--- src/rtl/lrf_pkg.sv ---
// Shared types and constants for the rate-fallback controller.
// Assumes an 8b/10b decoder upstream that presents bytes plus a K flag.
package lrf_pkg;
    typedef enum logic [1:0] {
        ST_DETECT  = 2'b00,
        ST_ACTIVE  = 2'b01,
        ST_DISABLE = 2'b10
    } lrf_state_e;

    localparam int unsigned SYM_W = 8;
    localparam logic [SYM_W-1:0] COMMA_BYTE = 8'hBC;
endpackage

--- src/rtl/lrf_comma_match.sv ---
// Flags a valid control symbol whose byte equals the comma code.
// Assumes sym_data and sym_is_k are qualified by sym_valid.
module lrf_comma_match #(
    parameter int unsigned SYM_W = 8,
    parameter logic [SYM_W-1:0] MATCH = 8'hBC
) (
    input  logic             sym_valid,
    input  logic             sym_is_k,
    input  logic [SYM_W-1:0] sym_data,
    output logic             hit
);
    // Purpose: combinational compare of the decoded symbol against the comma.
    always_comb begin
        hit = sym_valid && sym_is_k && (sym_data == MATCH);
    end
endmodule

--- src/rtl/lrf_state_ctrl.sv ---
// Reduced link state machine with rate control and Disable-exit arming.
// Assumes rate_done pulses for one cycle after rate_sel falls.
module lrf_state_ctrl
    import lrf_pkg::*;
(
    input  logic       clk,
    input  logic       rst_n,
    input  logic       cmd_train,
    input  logic       cmd_disable,
    input  logic       cmd_rate_up,
    input  logic       rate_done,
    input  logic       comma_hit,
    output lrf_state_e state,
    output logic       rate_sel
);
    lrf_state_e state_nx;
    logic       rate_nx;
    logic       armed, armed_nx;

    // Purpose: next-state, next-rate and exit-arming decisions.
    always_comb begin
        state_nx = state;
        rate_nx  = rate_sel;
        armed_nx = armed;
        unique case (state)
            ST_DETECT: begin
                if (cmd_disable) begin
                    state_nx = ST_DISABLE;
                    armed_nx = !rate_sel;
                    rate_nx  = 1'b0;
                end else if (cmd_train) begin
                    state_nx = ST_ACTIVE;
                end
            end
            ST_ACTIVE: begin
                if (cmd_disable) begin
                    state_nx = ST_DISABLE;
                    armed_nx = !rate_sel;
                    rate_nx  = 1'b0;
                end else if (cmd_rate_up) begin
                    rate_nx = 1'b1;
                end
            end
            ST_DISABLE: begin
                if (armed && comma_hit) begin
                    state_nx = ST_DETECT;
                    armed_nx = 1'b0;
                end else if (!armed && rate_done) begin
                    armed_nx = 1'b1;
                end
            end
            default: begin
                state_nx = ST_DETECT;
                rate_nx  = 1'b0;
                armed_nx = 1'b0;
            end
        endcase
    end

    // Purpose: register state, rate select and arming flag.
    always_ff @(posedge clk) begin
        if (!rst_n) begin
            state    <= ST_DETECT;
            rate_sel <= 1'b0;
            armed    <= 1'b0;
        end else begin
            state    <= state_nx;
            rate_sel <= rate_nx;
            armed    <= armed_nx;
        end
    end
endmodule

--- src/rtl/lrf_idle_mon.sv ---
// Electrical-idle indication: inferred from a symbol gap, or the inverse
// of signal detect. Assumes idle_limit >= 1 while inference is enabled.
module lrf_idle_mon #(
    parameter int unsigned CNT_W = 8
) (
    input  logic             clk,
    input  logic             rst_n,
    input  logic             sym_valid,
    input  logic             infer_en,
    input  logic             sig_detect,
    input  logic [CNT_W-1:0] idle_limit,
    output logic             elec_idle
);
    logic [CNT_W-1:0] gap;

    // Purpose: count cycles since the last valid symbol, saturating at the limit.
    always_ff @(posedge clk) begin
        if (!rst_n) begin
            gap <= '0;
        end else if (sym_valid) begin
            gap <= '0;
        end else if (gap < idle_limit) begin
            gap <= gap + 1'b1;
        end
    end

    // Purpose: select the idle source.
    always_comb begin
        elec_idle = infer_en ? (gap >= idle_limit) : !sig_detect;
    end
endmodule

--- src/rtl/link_rate_fallback.sv ---
// Top: downstream link controller that falls back to the base rate on
// Disable and leaves Disable on a base-rate comma.
// Assumes all inputs are synchronous to clk.
module link_rate_fallback
    import lrf_pkg::*;
#(
    parameter int unsigned IDLE_W = 8
) (
    input  logic              clk,
    input  logic              rst_n,
    input  logic              cmd_train,
    input  logic              cmd_disable,
    input  logic              cmd_rate_up,
    input  logic              rate_done,
    input  logic              sig_detect,
    input  logic              sym_valid,
    input  logic              sym_is_k,
    input  logic [SYM_W-1:0]  sym_data,
    input  logic              infer_en,
    input  logic [IDLE_W-1:0] idle_limit,
    output logic              rate_sel,
    output logic [1:0]        link_state,
    output logic              elec_idle
);
    logic       comma_hit;
    lrf_state_e state;

    lrf_comma_match #(.SYM_W(SYM_W), .MATCH(COMMA_BYTE)) u_comma (
        .sym_valid (sym_valid),
        .sym_is_k  (sym_is_k),
        .sym_data  (sym_data),
        .hit       (comma_hit)
    );

    lrf_state_ctrl u_ctrl (
        .clk         (clk),
        .rst_n       (rst_n),
        .cmd_train   (cmd_train),
        .cmd_disable (cmd_disable),
        .cmd_rate_up (cmd_rate_up),
        .rate_done   (rate_done),
        .comma_hit   (comma_hit),
        .state       (state),
        .rate_sel    (rate_sel)
    );

    lrf_idle_mon #(.CNT_W(IDLE_W)) u_idle (
        .clk        (clk),
        .rst_n      (rst_n),
        .sym_valid  (sym_valid),
        .infer_en   (infer_en),
        .sig_detect (sig_detect),
        .idle_limit (idle_limit),
        .elec_idle  (elec_idle)
    );

    // Purpose: expose the state encoding as a plain vector.
    always_comb begin
        link_state = state;
    end
endmodule

--- config.mk ---
export PLATFORM = sky130hd
export DESIGN_NAME = link_rate_fallback
export DESIGN_NICKNAME = d
export VERILOG_FILES = /design/src/rtl/lrf_pkg.sv /design/src/rtl/lrf_comma_match.sv /design/src/rtl/lrf_state_ctrl.sv /design/src/rtl/lrf_idle_mon.sv /design/src/rtl/link_rate_fallback.sv
export SDC_FILE = /design/constraint.sdc
export NUM_CORES = 1
export LEC_CHECK = 0
export ABC_AREA = 1
export BUFFER_PORTS_ARGS = -buffer_cell sky130_fd_sc_hd__buf_2
export CORE_ASPECT_RATIO = 1.5
export CORE_MARGIN = 1
export CORE_UTILIZATION = 47
export CTS_BUF_LIST = sky130_fd_sc_hd__clkbuf_4
export DETAILED_ROUTE_END_ITERATION = 8
export PLACE_DENSITY = 0.79
export SYNTH_ARGS = -nofsm -noshare
export SYNTH_HDL_FRONTEND = slang
export SYNTH_SLANG_ARGS = --single-unit
--- constraint.sdc ---
create_clock -name clk -period 1.65 [get_ports clk]
set_input_delay 0.33 -clock clk [delete_from_list [all_inputs] [get_ports clk]]
set_output_delay 0.33 -clock clk [all_outputs]
set_load 0.03 [all_outputs]
* Yosys cells after proc, flatten, opt, wreduce, memory -nomap -nowiden *
Cells that the tools add are included.
W data, S select, Z words.

word-level totals
  output and inout port bits = 4
  register bits after elaboration = 12
  logic and storage cells = 46
  input port bits = 26

cells by class
  bitwise operators = 2
  reduce and logical (&&, ||, !) cells = 13
  magnitude comparators = 2
  muxes and demuxes = 14
  add/sub/neg operators = 1
  equality and inequality tests = 10

operators with widths
  kind                   number
  $add A8 B1 Y8 const B  1
  $eq A8 B8 Y1 const B   1
  $ge A8 B8 Y1           1
  $lt A8 B8 Y1           1
  $mux W2                4
  $mux W1                7
  $ne A3 B3 Y1 const B   2
  $pmux W2 S3            1
  $reduce_and A3 Y1      2
  $logic_and A1 B1 Y1    4
  $ne A2 B1 Y1 const B   2
  $ne A2 B2 Y1 const B   2
  $reduce_or A2 Y1       2
  $logic_not A1 Y1       3
  $ne A3 B1 Y1 const B   1
  $pmux W1 S3            1
  $eq A2 B1 Y1 const B   1
  $eq A2 B2 Y1 const B   1
  $logic_not A2 Y1       1
  $not A1 Y1             2
  $pmux W1 S2            1
  $reduce_and A2 Y1      1

* Depth between registers and ports, before layout *
Gate-level depths: netlist of run 1.

  word-level depth = 5
  depth in mapped cells = 12
  depth with buffers taken out = 12

* Cells and area by module *
From an unflattened synthesis of run 1, not the netlist that was laid out.

second synthesis, totals
  cell total of the unflattened synthesis = 149
  area total of the unflattened synthesis = 920.9 µm²

by module, submodules not included
  module           seq. area each (µm²)  cells each  times used  area an instance (µm²)
  lrf_idle_mon     160.2                 108         1           680.7
  lrf_state_ctrl   80.1                  31          1           201.4
  lrf_comma_match  0.0                   10          1           38.8

* Worst setup path before layout of run 1 *
No wires, ideal clock.

  kind = in2out
  start = input idle_limit[7]
  end = output elec_idle
  path buffers = 0
  arrival time = 1401 ps
  setup slack = -81 ps
  required time = 1320 ps
  cell stages on the path = 7
  path through = inv_1 > ha_1 > a21o_1 > nor2_8 > nand2_4 > o21ai_1 > inv_1

on the way
  cells in the longest elaborated chain, start to end = 2

RTL lines
  what          RTL line                  source
  from (decl)   link_rate_fallback.sv:20  input logic [IDLE_W-1:0] idle_limit,
  $ge A8 B8 Y1  lrf_idle_mon.sv:29        elec_idle = infer_en ? (gap >= idle_limit) : !sig_detect;
  $mux W1       lrf_idle_mon.sv:29
  to (decl)     link_rate_fallback.sv:23  output logic elec_idle

No other way between the ends.

* Worst setup path in the final report of run 1 *
  start = register u_idle.gap[7]
  end = output elec_idle

on the way
  cells in the longest elaborated chain, start to end = 2

RTL lines
  what                    RTL line            source
  from (decl)             lrf_idle_mon.sv:14  logic [CNT_W-1:0] gap;
  from (signal assigned)  lrf_idle_mon.sv:23  gap <= gap + 1'b1;
  $ge A8 B8 Y1            lrf_idle_mon.sv:29
  $mux W1                 lrf_idle_mon.sv:29

No other way between the ends.

==> results of run 1 <==
-- per-layer routing --
| metal | vias to the layer above | GRT usage (%) | wire (um) |
|---|---|---|---|
| met3 | 11 | 1.58 | 108 |
| met1 | 478 | 20.6 | 949 |
| met2 | 41 | 50.2 | 1470 |
| met5 | - | 0 | 0 |
| li1 | 562 | - | - |
| met4 | 0 | 14.8 | 90 |
-- final timing paths --
check                                    from              end  slack, ns  depth (start not counted)
worst max-delay path            u_idle.gap[7]        elec_idle      -0.27                          9
worst min-delay path                    rst_n  u_ctrl.state[0]       0.31                          3
worst max register to register  u_idle.gap[7]    u_idle.gap[1]       0.08                         10
worst min register to register   u_ctrl.armed     u_ctrl.armed       0.46                          2
-- critical path: cells and delay by family (launching register included) --
kind	cells	cell delay [ns]
AOI/OAI and AO/OA	1	0.06
adders and majority gates	1	0.28
buffers and inverters	3	0.29
DFF	1	0.34
and+or+nand+nor	4	0.34
-- timing repair --
item,CTS,global route
setup buffers,0,3
setup endpoints to repair,1,1
gates resized for setup,20,10
gates cloned,0,0
pin swaps,5,7
-- state kept, by name, indices dropped and copies added (netlist names) --
| name | count |
|---|---|
| u_ctrl.rate_sel | 1 |
| u_ctrl.armed | 1 |
| u_idle.gap | 8 |
| u_ctrl.state | 2 |
-- through the flow --
stage	TNS (ns)	hold slack, ns	utilization [%]
final	-0.266	0.311	76.3
after global routing	-0.354	0.322	76.3
after CTS	-0.236	0.307	72.4
after detailed placement	-0.275	0.449	65.5
after global placement	-0.175	0.441	65.5
after floorplan	0	0.425	-
-- cell usage after synthesis --
master | n | area share (%)
nand2_1 | 43 | 17
inv_1 | 24 | 9.6
nor2_1 | 14 | 5.6
dfxtp_1 | 12 | 26
nand3_1 | 12 | 6.4
a21oi_1 | 11 | 5.9
ha_1 | 9 | 12
o21ai_0 | 3 | 1.6
a21oi_2 | 2 | 1.9
inv_2 | 2 | 0.80
nand2_2 | 2 | 1.3
nand3b_1 | 2 | 1.6
nor2_2 | 2 | 1.3
xor2_1 | 2 | 1.9
a21o_1 | 1 | 0.80
nand2_4 | 1 | 1.2
nor2_4 | 1 | 1.2
nor2_8 | 1 | 2.1
o211ai_1 | 1 | 0.80
o21ai_1 | 1 | 0.53
xnor2_1 | 1 | 0.93
-- layout make-up --
class,instances,area (um^2),share of cell area [%]
tap,21,26.3,1.86
clock buffer,3,22.5,1.59
inverter,26,97.6,6.90
clock inverter,1,3.75,0.265
sequential,12,250,17.7
timing repair buffer,45,275,19.5
multi-input combinational,109,739,52.3
-- logic make-up (layout without fill, tap and decap cells) --
family / after synthesis / in the layout / share of synthesized area, %
and+or+nand+nor: 78 / 78 / 37.9
DFF: 12 / 12 / 25.5
buffers and inverters: 26 / 75 / 10.4
xor gates and xnor gates: 3 / 3 / 2.79
AOI/OAI and AO/OA: 19 / 19 / 11.4
adders and majority gates: 9 / 9 / 12.0
-- power by group through the flow --
stage               combinational (mW)  sequential [mW]  clock, mW
floorplan                       0.0710            0.327          0
global placement                 0.135            0.316          0
detailed placement               0.141            0.317          0
CTS                              0.159            0.310      0.192
global route                     0.195            0.312      0.206
finish                           0.174            0.311      0.185
==> results.md, run 1 <==
- Vias in the first global route: 1080
- TritonCTS buffer count: 3
- Row count: 19
- Post-Layout Cell Count: 217
- Core area: 1850 um^2
- Drt first pass iters: 4
- Total power draw: 0.669 mW
- Antenna violations before repair: 0
- CTS sink count: 12
- VDD IR max: 0.000404 V
- # nets final: 232
- Layout area overhead: 50.4%
- Slew of the pin with the lowest slew margin: 0.303 ns
- All-Layer GR Usage: 25.0%
- Crit-path slowest cell: dfxtp_2
- N_diodes: 0
- Port bufs: 29
- Initial Utilization: 50.7%
- CP max stage delay: 0.34 ns
- Largest fanout on the critical path: 2
- Synth Instances: 147
- Final Max Slew Viols: 0
- CTS root buf: clkbuf_4
- Clock power frac: 27.6%
- WS Path Type: flip-flop to output pin
- Worst slew margin: 79.7%
- H-tree Lvls: 1
- Worst path cell trace: ha_4, nand2_4, nor2_4, buf_6, nand2_4, nand2_4, o21ai_2, inv_2, buf_6
- CP most frequent cell: nand2_4
- Tcrit/Tclk final: 116%
- Max cap viols: 0
- Gr ovfl total: 0
- Via count: 1092
- # hold bufs at CTS: 0
- Leakage: 0.710 nW
- DP Wirelength: 1770 um
- Syn Nets: 182
- Clk_skew: 0.00928 ns
- Power density cells: 473 nW/um^2
- Outcome: finished, violations left
- Sw Pwr: 0.202 mW
- Post-route design area: 1420 um^2
- Reg power frac: 46.4%
- Placed insts: 210
- Cell variety after synth: 21
- DIE WIDTH: 38.5 um
- Yosys warning count: 0
- DRT Wirelength: 2620 um
- Worst Path Required: 1.32 ns
- Mapped cell area: 941 um^2
- Die area: 2190 um^2
- First-pass GRT wire length: 3950 um
- Starting DRT DRC Count: 7
- Top Ports: 30
- Avg Cell Area, Syn: 6.40 um^2
- Clk slew on worst S/H paths: 0.08 ns
- Finish-stage setup viols: 1
- Pint: 0.468 mW
- DR WL/cell: 12.1 um
- CP arrival: 1.59 ns
- Die Height: 56.8 um
- Final min period: 1.92 ns
- Most common cell after layout, fill and taps aside: nand2_1
- CP Capture Type: output pin
- DRC errors left: 0
- Post-route ant nets: 0
- Routability Congestion: 0.745
- Worst Slack Setup Final: -0.266 ns
- CTS tree: built
- Hold Crit Class: input port to flip-flop
- Failing checks: negative setup slack
- FILL cells: 135
- Synth Register Bits: 12
- Share of cells above drive strength 1: 42.3%
- Most frequent cells in the layout: nand2_1, buf_2, inv_1, buf_4, nor2_1
- DP Worst Slack: -0.235 ns
- Hold Vio Cnt, Final: 0
- Vias per cell: 5.03
- Combinational share of power: 26.0%
- Achievable clock frequency: 522 MHz
- Clk_lat worst skew: 0.28 ns
- Largest net degree at the start of global routing: 9
- Dpl cell area: 1210 um^2
- Sw Share: 30.2%
- Unrepaired setup endpoints after global routing: yes
- Sequential cell area fraction in the yosys report: 25.5%
- CTS max path bufs: 2
- Critical Path Start Type: flip-flop
Power figures use the tool's default switching activity.
==> inputs of run 2 (changes only) <==
--- a/config.mk
+++ b/config.mk
@@ -13,6 +13,7 @@
 export CTS_BUF_LIST = sky130_fd_sc_hd__clkbuf_4
 export DETAILED_ROUTE_END_ITERATION = 8
 export PLACE_DENSITY = 0.79
+export RECOVER_POWER = 50
 export SYNTH_ARGS = -nofsm -noshare
 export SYNTH_HDL_FRONTEND = slang
 export SYNTH_SLANG_ARGS = --single-unit
==> run 2 against run 1 <==
Compared with the run above: die area stayed put; critical path type unchanged; critical path depth stayed put; clock skew hardly changed; the flow still finishes with violations (negative setup slack).
==> results.md, run 2 (synthesis gave the netlist of run 1 again) <==
- CTS tree: built (unchanged)
- Initial Utilization: 50.7% (unchanged)
- Worst hold path depth: 3 (unchanged)
- Finish-stage setup viols: 1 (unchanged)
- FILL cells: 138 (was 135)
- CTS root buf: clkbuf_4 (unchanged)
- Area of the multi-input gates: 739 um^2 (unchanged)
- CP Capture Type: output pin (unchanged)
- Worst r2r src: u_idle.gap[7] (unchanged)
- Antenna violations before repair: 0 (unchanged)
- # hold bufs at CTS: 0 (unchanged)
- Routability Congestion: 0.745 (unchanged)
- TritonCTS buffer count: 3 (unchanged)
- Vias per cell: 5.06 (was 5.03)
- Area of all sequential standard cells: 250 um^2 (unchanged)
- Largest net degree at the start of global routing: 9 (unchanged)
- WS Path Type: flip-flop to output pin (unchanged)
- DP Wirelength: 1770 um (unchanged)
- Share of cells above drive strength 1: 40.8% (was 42.3%)
- Placed insts: 210 (unchanged)
- Reg with most FFs: u_idle.gap (unchanged)
- DIE WIDTH: 38.5 um (unchanged)
- # nets final: 232 (unchanged)
- Core area: 1850 um^2 (unchanged)
- Hold Vio Cnt, Final: 0 (unchanged)
- Most common cell after layout, fill and taps aside: nand2_1 (unchanged)
- Total power draw: 0.668 mW (was 0.669 mW)
- Via count: 1099 (was 1092)
- Tcrit/Tclk final: 116% (about the same)
- Post-Layout Cell Count: 217 (unchanged)
- Die Height: 56.8 um (unchanged)
- CTS max path bufs: 2 (unchanged)
- Drt first pass iters: 4 (unchanged)
- Worst Slack Setup Final: -0.266 ns (about the same)
- All-Layer GR Usage: 25.0% (unchanged)
- Most frequent cells in the layout: nand2_1, buf_2, inv_1, buf_4, nor2_1 (unchanged)
- Hold Crit Class: input port to flip-flop (unchanged)
- Outcome: finished, violations left (unchanged)
- Pint: 0.466 mW (was 0.468 mW)
- VDD IR max: 0.000404 V (about the same)
- DR WL/cell: 12.1 um (about the same)
- N_diodes: 0 (unchanged)
- Leakage: 0.698 nW (was 0.710 nW)
- Worst reg2reg path endpoint: u_idle.gap[1] (unchanged)
- Final min period: 1.92 ns (about the same)
- Setup slack, reg-to-reg: 0.08 ns (about the same)
- Port bufs: 29 (unchanged)
- First-pass GRT wire length: 3950 um (unchanged)
- H-tree Lvls: 1 (unchanged)
- Worst Path Required: 1.32 ns (about the same)
- Power density cells: 473 nW/um^2 (about the same)
- Max reg flops: 8 (unchanged)
- Clk slew on worst S/H paths: 0.08 ns (about the same)
- Die area: 2190 um^2 (unchanged)
- Largest fanout on the critical path: 2 (unchanged)
- Failing checks: negative setup slack (unchanged)
- Clk_lat worst skew: 0.28 ns (about the same)
- DRC errors left: 0 (unchanged)
- Hold EP: u_ctrl.state[0] (unchanged)
- HP Start: rst_n (unchanged)
- Vias in the first global route: 1080 (unchanged)
- Achievable clock frequency: 522 MHz (about the same)
- Top Ports: 30 (unchanged)
- Post-route ant nets: 0 (unchanged)
- Worst r2r path cells: 10 (unchanged)
- Reg power frac: 46.5% (was 46.4%)
- Layout area overhead: 50.0% (was 50.4%)
- Sw Pwr: 0.202 mW (about the same)
- Critical Path Start Type: flip-flop (unchanged)
- Clk_skew: 0.00918 ns (was 0.00928 ns)
- Top Registers: u_idle.gap x8, u_ctrl.state x2 (unchanged)
- Sw Share: 30.3% (was 30.2%)
- Gr ovfl total: 0 (unchanged)
- CP arrival: 1.59 ns (about the same)
- Final Max Slew Viols: 0 (unchanged)
- Unrepaired setup endpoints after global routing: yes (unchanged)
- Combinational share of power: 25.8% (was 26.0%)
- Starting DRT DRC Count: 6 (was 7)
- CTS sink count: 12 (unchanged)
- Clock power frac: 27.7% (was 27.6%)
- Worst slew margin: 76.3% (was 79.7%)
- Max cap viols: 0 (unchanged)
- Slew of the pin with the lowest slew margin: 0.357 ns (was 0.303 ns)
- Row count: 19 (unchanged)
- DRT Wirelength: 2620 um (about the same)
==> run 2: cell types whose count changed in the layout (fill, tap and decap cells not counted) <==
cell      previous run  this run
buf_2               28        25
clkbuf_1             0         3
==> run 2: stage by stage <==
step           instance area (um^2)  hold WS [ns]  setup slack, ns  setup TNS [ns]  utilization (%)
2_1_floorplan                   945         0.425          0.00106               0                -
3_3_place_gp                   1210         0.441           -0.175          -0.175             65.5
3_5_place_dp                   1210         0.449           -0.235          -0.275             65.5
4_1_cts                        1340         0.307           -0.236          -0.236             72.4
5_1_grt                        1410         0.322           -0.354          -0.354             76.1
6_report                       1410         0.311           -0.266          -0.266             76.1
==> run 2: routing by layer <==
| metal | global-route usage, % | vias up | routed length (um) |
|---|---|---|---|
| met5 | 0 | - | 0 |
| met1 | 20.6 | 482 | 936 |
| met2 | 50.2 | 43 | 1480 |
| met4 | 14.8 | 0 | 90 |
| met3 | 1.58 | 11 | 112 |
| li1 | - | 563 | - |
==> run 2: power by group through the flow <==
stage / clock, mW / sequential [mW] / combinational (mW)
2_1_floorplan: 0 / 0.327 / 0.0710
3_3_place_gp: 0 / 0.316 / 0.135
3_5_place_dp: 0 / 0.317 / 0.141
4_1_cts: 0.192 / 0.310 / 0.159
5_1_grt: 0.206 / 0.312 / 0.194
6_report: 0.185 / 0.311 / 0.172
==> run 2: what timing repair did <==
| item | 4_1_cts | 5_1_grt |
|---|---|---|
| buffers inserted | 0 | 3 |
| gates cloned | 0 | 0 |
| endpoints found under the hold margin | 0 | 0 |
| pin swaps | 5 | 7 |
| endpoints found under the setup margin | 1 | 1 |
| resized for setup | 20 | 10 |
==> run 2: critical path: stages, from the launching register on <==
cell and delay [ns]:
dfxtp_2 0.34, ha_4 0.28, nand2_4 0.06, nor2_4 0.15
buf_6 0.12, nand2_4 0.05, nand2_4 0.08, o21ai_2 0.06
inv_2 0.05, buf_6 0.12
==> run 2: layout make-up <==
class	count	area share, %
Timing Repair Buffer	45	19.2
Tap cell	21	1.86
Sequential cell	12	17.7
Multi-Input combinational cell	109	52.4
Inverter	26	6.91
Clock inverter	1	0.266
Clock buffer	3	1.60
==> run 2: worst max-delay path by stage <==
stage	startpoint	depth (start not counted)	endpoint	slack (ns)
finish	u_idle.gap[7]	9	elec_idle	-0.27
global route	u_idle.gap[0]	12	elec_idle	-0.35
CTS	u_idle.gap[5]	8	elec_idle	-0.24
detailed placement	idle_limit[7]	10	elec_idle	-0.23
floorplan	idle_limit[7]	7	elec_idle	0.001
global placement	idle_limit[7]	11	elec_idle	-0.17
